===== src/rtl/gpio_mp_pkg.sv =====
package gpio_mp_pkg;

   localparam int PORT_STRIDE_BYTES = 48;

   typedef enum logic [1:0] {
      DRV_INPUT     = 2'b00,
      DRV_PUSHPULL  = 2'b01,
      DRV_OPENDRAIN = 2'b10,
      DRV_OPENSRC   = 2'b11
   } drive_mode_e;

   localparam logic [3:0] IDX_INLVL = 4'd1;
   localparam logic [3:0] IDX_DOUT  = 4'd2;
   localparam logic [3:0] IDX_MODE  = 4'd3;
   localparam logic [3:0] IDX_PULL  = 4'd4;
   localparam logic [3:0] IDX_EVT   = 4'd5;
   localparam logic [3:0] IDX_IEN   = 4'd6;
   localparam logic [3:0] IDX_FORCE = 4'd7;
   localparam logic [3:0] IDX_EDGE  = 4'd8;

   typedef struct packed {
      logic        wr;
      logic        rd;
      logic [3:0]  idx;
      logic [31:0] wdata;
   } reg_req_t;

endpackage


===== src/rtl/gpio_in_sync.sv =====
module gpio_in_sync #(
   parameter int WIDTH  = 8,
   parameter int STAGES = 2
) (
   input  logic             clk,
   input  logic             rst_n,
   input  logic [WIDTH-1:0] async_in,
   output logic [WIDTH-1:0] sync_level,
   output logic [WIDTH-1:0] rise,
   output logic [WIDTH-1:0] fall
);

   logic [STAGES-1:0][WIDTH-1:0] chain;
   logic [WIDTH-1:0]             prev;

   always_ff @(posedge clk or negedge rst_n) begin
      if (!rst_n) begin
         chain <= '0;
         prev  <= '0;
      end else begin
         chain <= {chain[STAGES-2:0], async_in};
         prev  <= chain[STAGES-1];
      end
   end

   assign sync_level = chain[STAGES-1];
   assign rise       = chain[STAGES-1] & ~prev;
   assign fall       = ~chain[STAGES-1] & prev;

endmodule


===== src/rtl/gpio_pad_drive.sv =====
module gpio_pad_drive
   import gpio_mp_pkg::*;
#(
   parameter int WIDTH = 8
) (
   input  logic [2*WIDTH-1:0] mode,
   input  logic [WIDTH-1:0]   dout,
   input  logic [WIDTH-1:0]   pull_dis,
   output logic [WIDTH-1:0]   pin_out,
   output logic [WIDTH-1:0]   pin_oe,
   output logic [WIDTH-1:0]   pin_pullup
);

   for (genvar i = 0; i < WIDTH; i++) begin : g_pin
      logic drv_oe;
      logic drv_val;

      always_comb begin
         drv_oe  = 1'b0;
         drv_val = 1'b0;
         unique case (drive_mode_e'(mode[2*i +: 2]))
            DRV_INPUT: begin
               drv_oe  = 1'b0;
               drv_val = 1'b0;
            end
            DRV_PUSHPULL: begin
               drv_oe  = 1'b1;
               drv_val = dout[i];
            end
            DRV_OPENDRAIN: begin
               drv_oe  = ~dout[i];
               drv_val = 1'b0;
            end
            DRV_OPENSRC: begin
               drv_oe  = dout[i];
               drv_val = 1'b1;
            end
         endcase
      end

      assign pin_oe[i]     = drv_oe;
      assign pin_out[i]    = drv_val;
      assign pin_pullup[i] = ~pull_dis[i];
   end

endmodule


===== src/rtl/gpio_port_bank.sv =====
module gpio_port_bank
   import gpio_mp_pkg::*;
#(
   parameter int PINS = 8
) (
   input  logic            clk,
   input  logic            rst_n,
   input  reg_req_t        req,
   input  logic [PINS-1:0] sync_level,
   input  logic [PINS-1:0] rise,
   input  logic [PINS-1:0] fall,
   output logic [PINS-1:0]   dout,
   output logic [2*PINS-1:0] mode,
   output logic [PINS-1:0]   pull_dis,
   output logic [PINS-1:0]   evt,
   output logic              irq,
   output logic [31:0]       rdata
);

   logic [PINS-1:0] ien;
   logic [PINS-1:0] force_r;
   logic [PINS-1:0] edge_rise;
   logic [PINS-1:0] clr_mask;
   logic [PINS-1:0] edge_hit;

   if (2*PINS < 32) begin : g_wdata_spare
      logic unused_wdata;
      assign unused_wdata = ^req.wdata[31:2*PINS];
   end

   always_ff @(posedge clk or negedge rst_n) begin
      if (!rst_n) begin
         dout      <= '0;
         mode      <= '0;
         pull_dis  <= '0;
         ien       <= '0;
         force_r   <= '0;
         edge_rise <= '0;
      end else if (req.wr) begin
         case (req.idx)
            IDX_DOUT:  dout      <= req.wdata[PINS-1:0];
            IDX_MODE:  mode      <= req.wdata[2*PINS-1:0];
            IDX_PULL:  pull_dis  <= req.wdata[PINS-1:0];
            IDX_IEN:   ien       <= req.wdata[PINS-1:0];
            IDX_FORCE: force_r   <= req.wdata[PINS-1:0];
            IDX_EDGE:  edge_rise <= req.wdata[PINS-1:0];
            default: ;
         endcase
      end
   end

   assign clr_mask = (req.wr && (req.idx == IDX_EVT)) ? req.wdata[PINS-1:0] : '0;
   assign edge_hit = (edge_rise & rise) | (~edge_rise & fall);

   always_ff @(posedge clk or negedge rst_n) begin
      if (!rst_n) evt <= '0;
      else        evt <= (evt & ~clr_mask) | edge_hit | force_r;
   end

   assign irq = |(evt & ien);

   always_comb begin
      rdata = '0;
      if (req.rd) begin
         case (req.idx)
            IDX_INLVL: rdata[PINS-1:0]   = sync_level;
            IDX_DOUT:  rdata[PINS-1:0]   = dout;
            IDX_MODE:  rdata[2*PINS-1:0] = mode;
            IDX_PULL:  rdata[PINS-1:0]   = pull_dis;
            IDX_EVT:   rdata[PINS-1:0]   = evt;
            IDX_IEN:   rdata[PINS-1:0]   = ien;
            IDX_FORCE: rdata[PINS-1:0]   = force_r;
            IDX_EDGE:  rdata[PINS-1:0]   = edge_rise;
            default:   rdata             = '0;
         endcase
      end
   end

endmodule


===== src/rtl/gpio_multiport_ctrl.sv =====
module gpio_multiport_ctrl
   import gpio_mp_pkg::*;
#(
   parameter int         NUM_PORTS     = 3,
   parameter int         PINS_PER_PORT = 8,
   parameter int         SYNC_STAGES   = 2,
   parameter int         ADDR_W        = 9,
   parameter logic [6:0] VERSION_ID    = 7'd5
) (
   input  logic                               clk,
   input  logic                               rst_n,
   input  logic                               bus_en,
   input  logic                               bus_we,
   input  logic [ADDR_W-1:0]                  bus_addr,
   input  logic [31:0]                        bus_wdata,
   output logic [31:0]                        bus_rdata,
   input  logic [NUM_PORTS*PINS_PER_PORT-1:0] pin_in,
   output logic [NUM_PORTS*PINS_PER_PORT-1:0] pin_out,
   output logic [NUM_PORTS*PINS_PER_PORT-1:0] pin_oe,
   output logic [NUM_PORTS*PINS_PER_PORT-1:0] pin_pullup,
   output logic [NUM_PORTS-1:0]               irq,
   output logic                               clk_req,
   output logic                               sync_sel
);

   localparam int         NUM_PINS  = NUM_PORTS * PINS_PER_PORT;
   localparam int         SPAN      = NUM_PORTS * PORT_STRIDE_BYTES;
   localparam logic [6:0] CORE_CNT  = 7'((NUM_PINS + 7) / 8);

   if (PINS_PER_PORT < 1 || PINS_PER_PORT > 16) begin : g_bad_pins
      $error("PINS_PER_PORT must lie in 1..16");
   end
   if (NUM_PORTS < 1 || ((NUM_PINS + 7) / 8) > 127) begin : g_bad_ports
      $error("port count out of range for the core-count field");
   end
   if (SYNC_STAGES < 2) begin : g_bad_sync
      $error("SYNC_STAGES must be at least 2");
   end
   if (ADDR_W < 6 || SPAN > (1 << ADDR_W)) begin : g_bad_addr
      $error("ADDR_W too narrow for the port banks");
   end

   logic [2*NUM_PINS-1:0]        mode_flat;
   logic [NUM_PINS-1:0]          dout_flat;
   logic [NUM_PINS-1:0]          pulldis_flat;
   logic [NUM_PINS-1:0]          evt_flat;
   logic [NUM_PORTS-1:0][31:0]   port_rdata;

   for (genvar p = 0; p < NUM_PORTS; p++) begin : g_port
      localparam logic [ADDR_W-1:0] BASE = ADDR_W'(p * PORT_STRIDE_BYTES);

      logic [ADDR_W-1:0]        off;
      logic                     hit;
      reg_req_t                 req;
      logic [PINS_PER_PORT-1:0] lvl, rise, fall;
      logic [PINS_PER_PORT-1:0] dout, pull_dis, evt;
      logic [2*PINS_PER_PORT-1:0] mode;

      assign off = bus_addr - BASE;
      assign hit = (bus_addr >= BASE) && (off < ADDR_W'(PORT_STRIDE_BYTES))
                   && (off[1:0] == 2'b00);

      assign req.wr    = bus_en & bus_we & hit;
      assign req.rd    = bus_en & ~bus_we & hit;
      assign req.idx   = off[5:2];
      assign req.wdata = bus_wdata;

      gpio_in_sync #(.WIDTH(PINS_PER_PORT), .STAGES(SYNC_STAGES)) u_sync (
         .clk       (clk),
         .rst_n     (rst_n),
         .async_in  (pin_in[p*PINS_PER_PORT +: PINS_PER_PORT]),
         .sync_level(lvl),
         .rise      (rise),
         .fall      (fall)
      );

      gpio_port_bank #(.PINS(PINS_PER_PORT)) u_bank (
         .clk       (clk),
         .rst_n     (rst_n),
         .req       (req),
         .sync_level(lvl),
         .rise      (rise),
         .fall      (fall),
         .dout      (dout),
         .mode      (mode),
         .pull_dis  (pull_dis),
         .evt       (evt),
         .irq       (irq[p]),
         .rdata     (port_rdata[p])
      );

      gpio_pad_drive #(.WIDTH(PINS_PER_PORT)) u_pad (
         .mode      (mode),
         .dout      (dout),
         .pull_dis  (pull_dis),
         .pin_out   (pin_out[p*PINS_PER_PORT +: PINS_PER_PORT]),
         .pin_oe    (pin_oe[p*PINS_PER_PORT +: PINS_PER_PORT]),
         .pin_pullup(pin_pullup[p*PINS_PER_PORT +: PINS_PER_PORT])
      );

      assign mode_flat[p*2*PINS_PER_PORT +: 2*PINS_PER_PORT] = mode;
      assign dout_flat[p*PINS_PER_PORT +: PINS_PER_PORT]     = dout;
      assign pulldis_flat[p*PINS_PER_PORT +: PINS_PER_PORT]  = pull_dis;
      assign evt_flat[p*PINS_PER_PORT +: PINS_PER_PORT]      = evt;
   end

   logic       glob_hit;
   logic [1:0] glob_ctl;

   assign glob_hit = (bus_addr == '0);

   always_ff @(posedge clk or negedge rst_n) begin
      if (!rst_n)                        glob_ctl <= 2'b00;
      else if (bus_en && bus_we && glob_hit) glob_ctl <= bus_wdata[1:0];
   end

   assign clk_req  = glob_ctl[0];
   assign sync_sel = glob_ctl[1];

   always_comb begin
      bus_rdata = '0;
      for (int p = 0; p < NUM_PORTS; p++) bus_rdata = bus_rdata | port_rdata[p];
      if (bus_en && !bus_we && glob_hit)
         bus_rdata = bus_rdata | {16'h0000, CORE_CNT, VERSION_ID, glob_ctl};
   end

endmodule


===== config.mk =====
export PLATFORM = sky130hd
export DESIGN_NAME = gpio_multiport_ctrl
export DESIGN_NICKNAME = d
export VERILOG_FILES = /design/src/rtl/gpio_mp_pkg.sv /design/src/rtl/gpio_in_sync.sv /design/src/rtl/gpio_pad_drive.sv /design/src/rtl/gpio_port_bank.sv /design/src/rtl/gpio_multiport_ctrl.sv
export SDC_FILE = /design/constraint.sdc
export NUM_CORES = 1
export LEC_CHECK = 0
export CAP_MARGIN = 20
export CELL_PAD_IN_SITES_DETAIL_PLACEMENT = 1
export CELL_PAD_IN_SITES_GLOBAL_PLACEMENT = 1
export CORE_AREA = 2 2 178 180
export DETAILED_ROUTE_END_ITERATION = 7
export DIE_AREA = 0 0 180 182
export HOLD_SLACK_MARGIN = 0.08
export PLACE_DENSITY_LB_ADDON = 0.08
export SLEW_MARGIN = 10
export SYNTH_ARGS = -nofsm -noshare
export SYNTH_HDL_FRONTEND = slang
export SYNTH_HIERARCHICAL = 1
export SYNTH_SLANG_ARGS = --single-unit

===== constraint.sdc =====
create_clock -name clk -period 7.8 [get_ports clk]
set_clock_uncertainty 0.1 [all_clocks]
set_input_delay 1.56 -clock clk [delete_from_list [all_inputs] [get_ports clk]]
set_output_delay 1.56 -clock clk [all_outputs]
set_load 0.005 [all_outputs]

==> results of run 1 <==
## flip-flops by register name, indices dropped and copies added (netlist names)
register and count:
g_port.u_bank/dout 24, glob_ctl 2, g_port.u_bank/edge_rise 24, g_port.u_sync/chain 24
g_port.u_bank/force_r 24, g_port.u_sync/prev 24, g_port.u_bank/ien 24, g_port.u_bank/mode 48
g_port.u_bank/pull_dis 24, g_port.u_bank/evt 24, g_port.u_sync/sync_level 24
## final cells by class
| type | instances | share of cell area |
|---|---|---|
| multi-input cells | 813 | 0.4205 |
| flip-flops and latches | 266 | 0.3938 |
| repair buffers | 159 | 0.09459 |
| clock buffers | 46 | 0.05336 |
| well taps | 402 | 0.02975 |
| inverters | 32 | 0.007105 |
| clock inverters | 3 | 0.0008882 |
## worst min path at each step
stage                               from                        endpoint  slack, ps  cells past startpoint
6_report       g_port[1].u_sync/chain[3]  g_port[1].u_sync/sync_level[3]        250                      0
5_1_grt        g_port[1].u_sync/chain[4]  g_port[1].u_sync/sync_level[4]        260                      0
4_1_cts        g_port[1].u_sync/chain[3]  g_port[1].u_sync/sync_level[3]        250                      0
3_5_place_dp   g_port[1].u_sync/chain[1]  g_port[1].u_sync/sync_level[1]        240                      0
3_3_place_gp   g_port[1].u_sync/chain[4]  g_port[1].u_sync/sync_level[4]        230                      0
2_1_floorplan  g_port[0].u_sync/chain[0]  g_port[0].u_sync/sync_level[0]        230                      0
## cell usage in the layout (no fill, tap or decap), types with 4 or more instances in the layout
cell             count
a211o_1             24
o21a_1              24
dfrtp_1            266
clkbuf_1             8
nor3b_2              4
inv_1               29
and3b_1            105
and2b_2             48
o21ai_0             49
mux2_1              26
and4b_1              4
xnor2_2             24
clkbuf_16           31
nand4_1              4
nor2b_1             31
nand3_1             28
nand2_1              7
buf_4               11
nor3_1              10
clkbuf_8             7
a22oi_1             36
a41oi_1             24
and2_1              26
clkdlybuf4s50_1    142
buf_8                5
and3_1               6
ha_1                 5
mux2_2             168
a32oi_1             24
nand4_2              4
nand2b_4            24
or3_1               26
conb_1              48
## routing by layer
layer / GRT usage / up-vias
met5: 0 / -
met4: 0.05919 / 0
met3: 0.02968 / 53
met2: 0.4061 / 203
met1: 0.3440 / 5064
li1: - / 4442
## power groups by stage
stage	sequential (uW)	combinational, uW	clock [uW]
global route	1450	267	1410
finish	1440	244	1330
detailed placement	1470	242	0
global placement	1470	237	0
CTS	1440	243	1360
floorplan	1460	148	0
## worst max-delay path, delay by kind of cell
kind / cells / cell delay (ps)
buf+inv: 4 / 1360
compound gates: 3 / 1040
simple gates: 4 / 840
fa+ha+maj: 1 / 300
## through the flow
step           instance area, sq um  setup WS (ps)
6_report                      16910           1036
5_1_grt                       16910          814.6
4_1_cts                       16860           1062
3_5_place_dp                  15940           1064
3_3_place_gp                  15930           1159
2_1_floorplan                 15060           2973
## synthesized netlist by cell type (all sizes together) (2+ instances only)
| library cell | n | area share |
|---|---|---|
| inv | 29 | 0.0073 |
| and3 | 6 | 0.0025 |
| and3b | 105 | 0.062 |
| nand2 | 10 | 0.0030 |
| mux2 | 194 | 0.15 |
| a22oi | 36 | 0.018 |
| nor3 | 11 | 0.0045 |
| and4 | 2 | 0.0013 |
| nand4 | 8 | 0.0050 |
| xor2 | 2 | 0.0012 |
| and2 | 26 | 0.011 |
| or3 | 26 | 0.011 |
| nand3 | 28 | 0.0094 |
| nor3b | 7 | 0.0071 |
| o31ai | 3 | 0.0015 |
| a211o | 24 | 0.014 |
| a32oi | 24 | 0.014 |
| buf | 150 | 0.072 |
| nor2b | 31 | 0.013 |
| o21a | 24 | 0.012 |
| clkinv | 3 | 0.00076 |
| a41oi | 24 | 0.014 |
| dfrtp | 266 | 0.45 |
| nor2 | 4 | 0.0015 |
| clkbuf | 27 | 0.0071 |
| nand4b | 3 | 0.0030 |
| and2b | 48 | 0.028 |
| ha | 5 | 0.0042 |
| nor4b | 3 | 0.0048 |
| o21ai | 51 | 0.017 |
| nand2b | 26 | 0.023 |
| and4b | 4 | 0.0027 |
| conb | 3 | 0.00076 |
| xnor2 | 24 | 0.026 |
| or4 | 3 | 0.0015 |
## logic make-up (layout without fill, tap and decap cells)
family,count (synthesis),in the layout
DFF,266,266
adders and majority gates,5,5
other,3,48
xor gates and xnor gates,26,26
AOI/OAI and AO/OA,189,189
muxes,194,194
and+or+nand+nor,351,351
buffers and inverters,209,240
==> out/metrics.yaml, run 1 <==
worst_setup_path:
  reg2reg_to: "g_port[0].u_bank/evt[4]"
  cp-start-kind: "input port"
  timing.critical_path.to: "bus_rdata[0]"
  reg2reg_depth: 3
  critical_path_class: "in -> out"
  crit_path_start: "bus_addr[5]"
  path_max_fanout: 18
  slowest_delay_ps: 560
  r2r-start: "g_port[0].u_sync/sync_level[4]"
  reg2reg_setup_slack_ps: 6380
  critPathRequiredTime_ps: 6140
  path_cells: "clkdlybuf4s50_1 -> inv_1 -> buf_4 -> ha_1 -> a2111oi_0 -> nand2_1 -> nor3_1 -> nand3_1 -> a41oi_1 -> nor3_1 -> o21ai_1 -> clkdlybuf4s50_1"
  arrival_ps: 5100
  cp-end-kind: "output port"
  cp_slowest_cell: "clkdlybuf4s50_1"
placed_design:
  place_congestion: 0.8070
  dp.cells: 1669
  port_buffers: 145
  hpwl_mm: 27.10
floorplanning:
  io_pins: 178
  dieArea_sq_um: 32760
  fp-row-count: 65
  core-area_sq_um: 30990
  die_w_um: 180
  start_util: 0.4806
  die_h_um: 182
min_path:
  hold_class: "reg -> reg"
yosys:
  synth_compound_area_frac: 0.09267
  synthCells: 1243
  ys_seq_area_frac: 0.4470
  netlist_area_sq_um: 14890
  yosysUniqueCellTypes: 49
  yosysWarnings: 6
  muxShareOfSynthArea: 0.1467
  synth-adder-area-share: 0.004201
  synth_edf_count: 0
  synth_top_family_by_area: "simple AND/OR/NAND/NOR gates"
  async_flop_share: 1.000
  yosys.area_share.simple: 0.1943
  ys_seq_elements: 266
  postSynthAreaPerCell_sq_um: 11.98
  ys.flop_type: "dfrtp_1"
  synth_xor_area_frac: 0.02739
sta:
  fin_setup_tns_ps: 0
  period_minus_slack_ps: 6764
  timing.hold.ws_ps: 246.1
  worstMarginPinSlew_ps: 1149
  setup_violations: 0
  slew_viol_final: 0
  fmax_ghz: 0.1478
  period_share: 0.8671
  relSlewSlack: 0.2314
  rsz0062_at_grt: "no"
  hold_viol_final: 0
routing:
  highest_layer: "met4"
  route.met3.wl_mm: 1.458
  drt_pre_antenna_iters: 4
  met1Wirelength_mm: 18.74
  dr_total_vias: 9762
  met2_wirelength_mm: 19.11
  drcViolationCount: 0
  wl_per_cell_um: 23.36
  drt_iter0_drc: 660
  routed_wl_mm: 40.21
  vias_per_cell: 5.672
  antenna_left: 0
final_layout:
  fin_nets: 1376
  final_layout_size_suffix_gt1_frac: 0.2638
  final_cells: 1721
  seqCellArea_sq_um: 6656
  area.growth.synth_to_final_pct: 13.52
  num_antenna_cells: 0
  multi_input_area_sq_um: 7109
  fillers: 3227
  utilization: 0.5456
global_route:
  overflow: 0
  grt_pass1_vias: 10040
  grt_start_max_net_pins: 176
  grt_pass1_wl_mm: 62.31
  antenna_found_initial: 1
  grt.total_usage: 0.2450
power_and_ir_drop:
  design_power_total_uw: 3015
  powerDensity_nw_per_um2: 178.3
  irDropWorstVdd_mv: 0.1728
  internal_power_uw: 2304
  switching_share: 0.2356
  comb_power_share: 0.081
  p_clk_frac: 0.440
  p_seq_frac: 0.479
  leakage_uw: 0.007913
  p_sw_uw: 710.4
clock_network:
  clk-insertion-delay-late_ps: 550
  ctsHoldBuffers: 0
  cts_sinks: 266
  cts_setup_buffers: 0
  h-tree-depth: 1
  cts-buffers-inserted: 30
  root_buffer: "clkbuf_16"
  cts_tree: "built"
  cts_max_path_buffers: 3
  clkTransAtPathRegs_ps: 50
  cts_resized: 0
run:
  maxCapViolCount: 0
status:
  status: "finished clean"
No activity file was read; power rests on OpenSTA's default activity.
==> run 2, diff against run 1 <==
PLACE_DENSITY = 0.86   (was not set)
PLACE_DENSITY_LB_ADDON = not set   (was 0.08)
SLEW_MARGIN = not set   (was 10)
==> out/metrics.yaml, run 2 (synthesized netlist as in run 1, its figures left out) <==
placed_design:
  port_buffers: 145  # unchanged
  dp.cells: 1667  # -0.12%
  hpwl_mm: 27.88  # +2.9%
  place_congestion: 0.8181  # +1.4%
clock_network:
  cts_sinks: 266  # unchanged
  h-tree-depth: 1  # unchanged
  clk-insertion-delay-late_ps: 540  # about the same
  root_buffer: "clkbuf_16"
  clkTransAtPathRegs_ps: 60  # about the same
  cts_max_path_buffers: 3  # unchanged
  cts_resized: 0  # unchanged
  ctsHoldBuffers: 0  # unchanged
  cts_setup_buffers: 0  # unchanged
  cts-buffers-inserted: 29  # -3.3%
  cts_tree: "built"
sta:
  setup_violations: 0  # unchanged
  fin_setup_tns_ps: 0  # unchanged
  slew_viol_final: 0  # unchanged
  timing.hold.ws_ps: 247.5  # +1.359 ps
  period_minus_slack_ps: 7020  # +256.3 ps
  rsz0062_at_grt: "no"
  hold_viol_final: 0  # unchanged
  relSlewSlack: 0.2383  # +0.006932
  worstMarginPinSlew_ps: 1139  # -10.37 ps
  period_share: 0.9000  # +0.03286
  fmax_ghz: 0.1424  # -3.7%
global_route:
  overflow: 0  # unchanged
  antenna_found_initial: 2  # +1
  grt.total_usage: 0.2542  # +0.009193
  grt_pass1_vias: 10870  # +8.2%
  grt_start_max_net_pins: 129  # -27%
  grt_pass1_wl_mm: 65.16  # +4.6%
routing:
  vias_per_cell: 5.894  # +3.9%
  wl_per_cell_um: 24.18  # +3.5%
  dr_total_vias: 10160  # +4.1%
  routed_wl_mm: 41.68  # +3.7%
  drt_iter0_drc: 762  # +15%
  drt_pre_antenna_iters: 5  # +1
  antenna_left: 0  # unchanged
  drcViolationCount: 0  # unchanged
final_layout:
  layout_common_cells: "dfrtp_1, mux2_2, clkdlybuf4s50_1"
  final_cells: 1724  # +0.17%
  fin_nets: 1372  # -0.29%
  utilization: 0.5499  # +0.004361
  final_common_cell: "dfrtp_1"
  final_layout_size_suffix_gt1_frac: 0.2674  # +0.003588
  largest-register: "g_port.u_bank/mode"
  area.growth.synth_to_final_pct: 14.43
  seqCellArea_sq_um: 6656  # unchanged
  multi_input_area_sq_um: 7109  # unchanged
  fillers: 3157  # -2.2%
  largest_reg_flops: 48  # unchanged
floorplanning:
  dieArea_sq_um: 32760  # unchanged
  start_util: 0.4806  # unchanged
  die_h_um: 182  # unchanged
  fp-row-count: 65  # unchanged
  io_pins: 178  # unchanged
  core-area_sq_um: 30990  # unchanged
  die_w_um: 180  # unchanged
worst_setup_path:
  path_max_fanout: 18  # unchanged
  cp-end-kind: "output port"
  arrival_ps: 5360  # +260 ps
  cp-start-kind: "input port"
  critical_path_class: "in -> out"
  critPathRequiredTime_ps: 6140  # about the same
power_and_ir_drop:
  leakage_uw: 0.007977  # +0.80%
  irDropWorstVdd_mv: 0.1571  # -9.1%
  powerDensity_nw_per_um2: 190.4  # +6.7%
min_path:
  hold_class: "reg -> reg"
status:
  status: "finished clean"
run:
  maxCapViolCount: 0  # unchanged
run 2: cell count changes in the layout (fill, tap and decap cells not counted), sizes merged:
cell and delta:
bufinv +7, diode +2, clkinv +1, buf -3
clkbuf -5, inv +1
run 2: area by class of cell:
| class | instances | share of cell area |
|---|---|---|
| Clock inverter | 12 | 0.01402 |
| Timing Repair Buffer | 156 | 0.09134 |
| Clock buffer | 41 | 0.04993 |
| Antenna cell | 2 | 0.0002937 |
| Tap cell | 402 | 0.02952 |
| Sequential cell | 266 | 0.3906 |
| Multi-Input combinational cell | 813 | 0.4172 |
| Inverter | 32 | 0.007049 |
run 2: through the flow:
stage / power, uW / instance area, sq um / setup WS [ps]
2_1_floorplan: 1605 / 15060 / 2973
3_3_place_gp: 1696 / 15900 / 973.3
3_5_place_dp: 1707 / 15920 / 915.4
4_1_cts: 3274 / 17010 / 873.6
5_1_grt: 3352 / 17040 / 643.2
6_report: 3244 / 17040 / 779.9
run 2: power breakdown:
part | internal, uW | leakage [uW] | switching (uW)
Combinational | 106 | 0.00402 | 138
Clock | 986 | 0.000539 | 571
Sequential | 1410 | 0.00342 | 29.6
run 2: worst paths after layout:
| check | startpoint | end | slack [ps] | depth (start not counted) |
|---|---|---|---|---|
| max reg2reg | g_port[0].u_sync/sync_level[1] | g_port[0].u_bank/evt[1] | 6280 | 3 |
| max in group asynchronous | rst_n | g_port[0].u_bank/mode[13] | 5060 | 2 |
| max | bus_addr[5] | bus_rdata[6] | 780 | 10 |
| min in group asynchronous | rst_n | g_port[1].u_sync/sync_level[5] | 970 | 1 |
| min reg2reg | g_port[0].u_sync/chain[7] | g_port[0].u_sync/sync_level[7] | 250 | 0 |
| min | g_port[0].u_sync/chain[7] | g_port[0].u_sync/sync_level[7] | 250 | 0 |
run 2: per-layer routing:
metal | up-vias | track usage | wire length, um
met5 | - | 0 | 13
met4 | 2 | 0.1167 | 1736
met3 | 100 | 0.03590 | 2156
met2 | 350 | 0.4199 | 20140
met1 | 5273 | 0.3326 | 17630
li1 | 4437 | - | -
run 2: worst max-delay path: stages:
cell,delay [ps]
clkdlybuf4s50_1,500
inv_1,520
ha_1,570
nand2b_1,160
nand3_1,120
nor3_1,280
nand3_1,390
a41oi_1,480
or3_1,240
clkdlybuf4s50_1,530
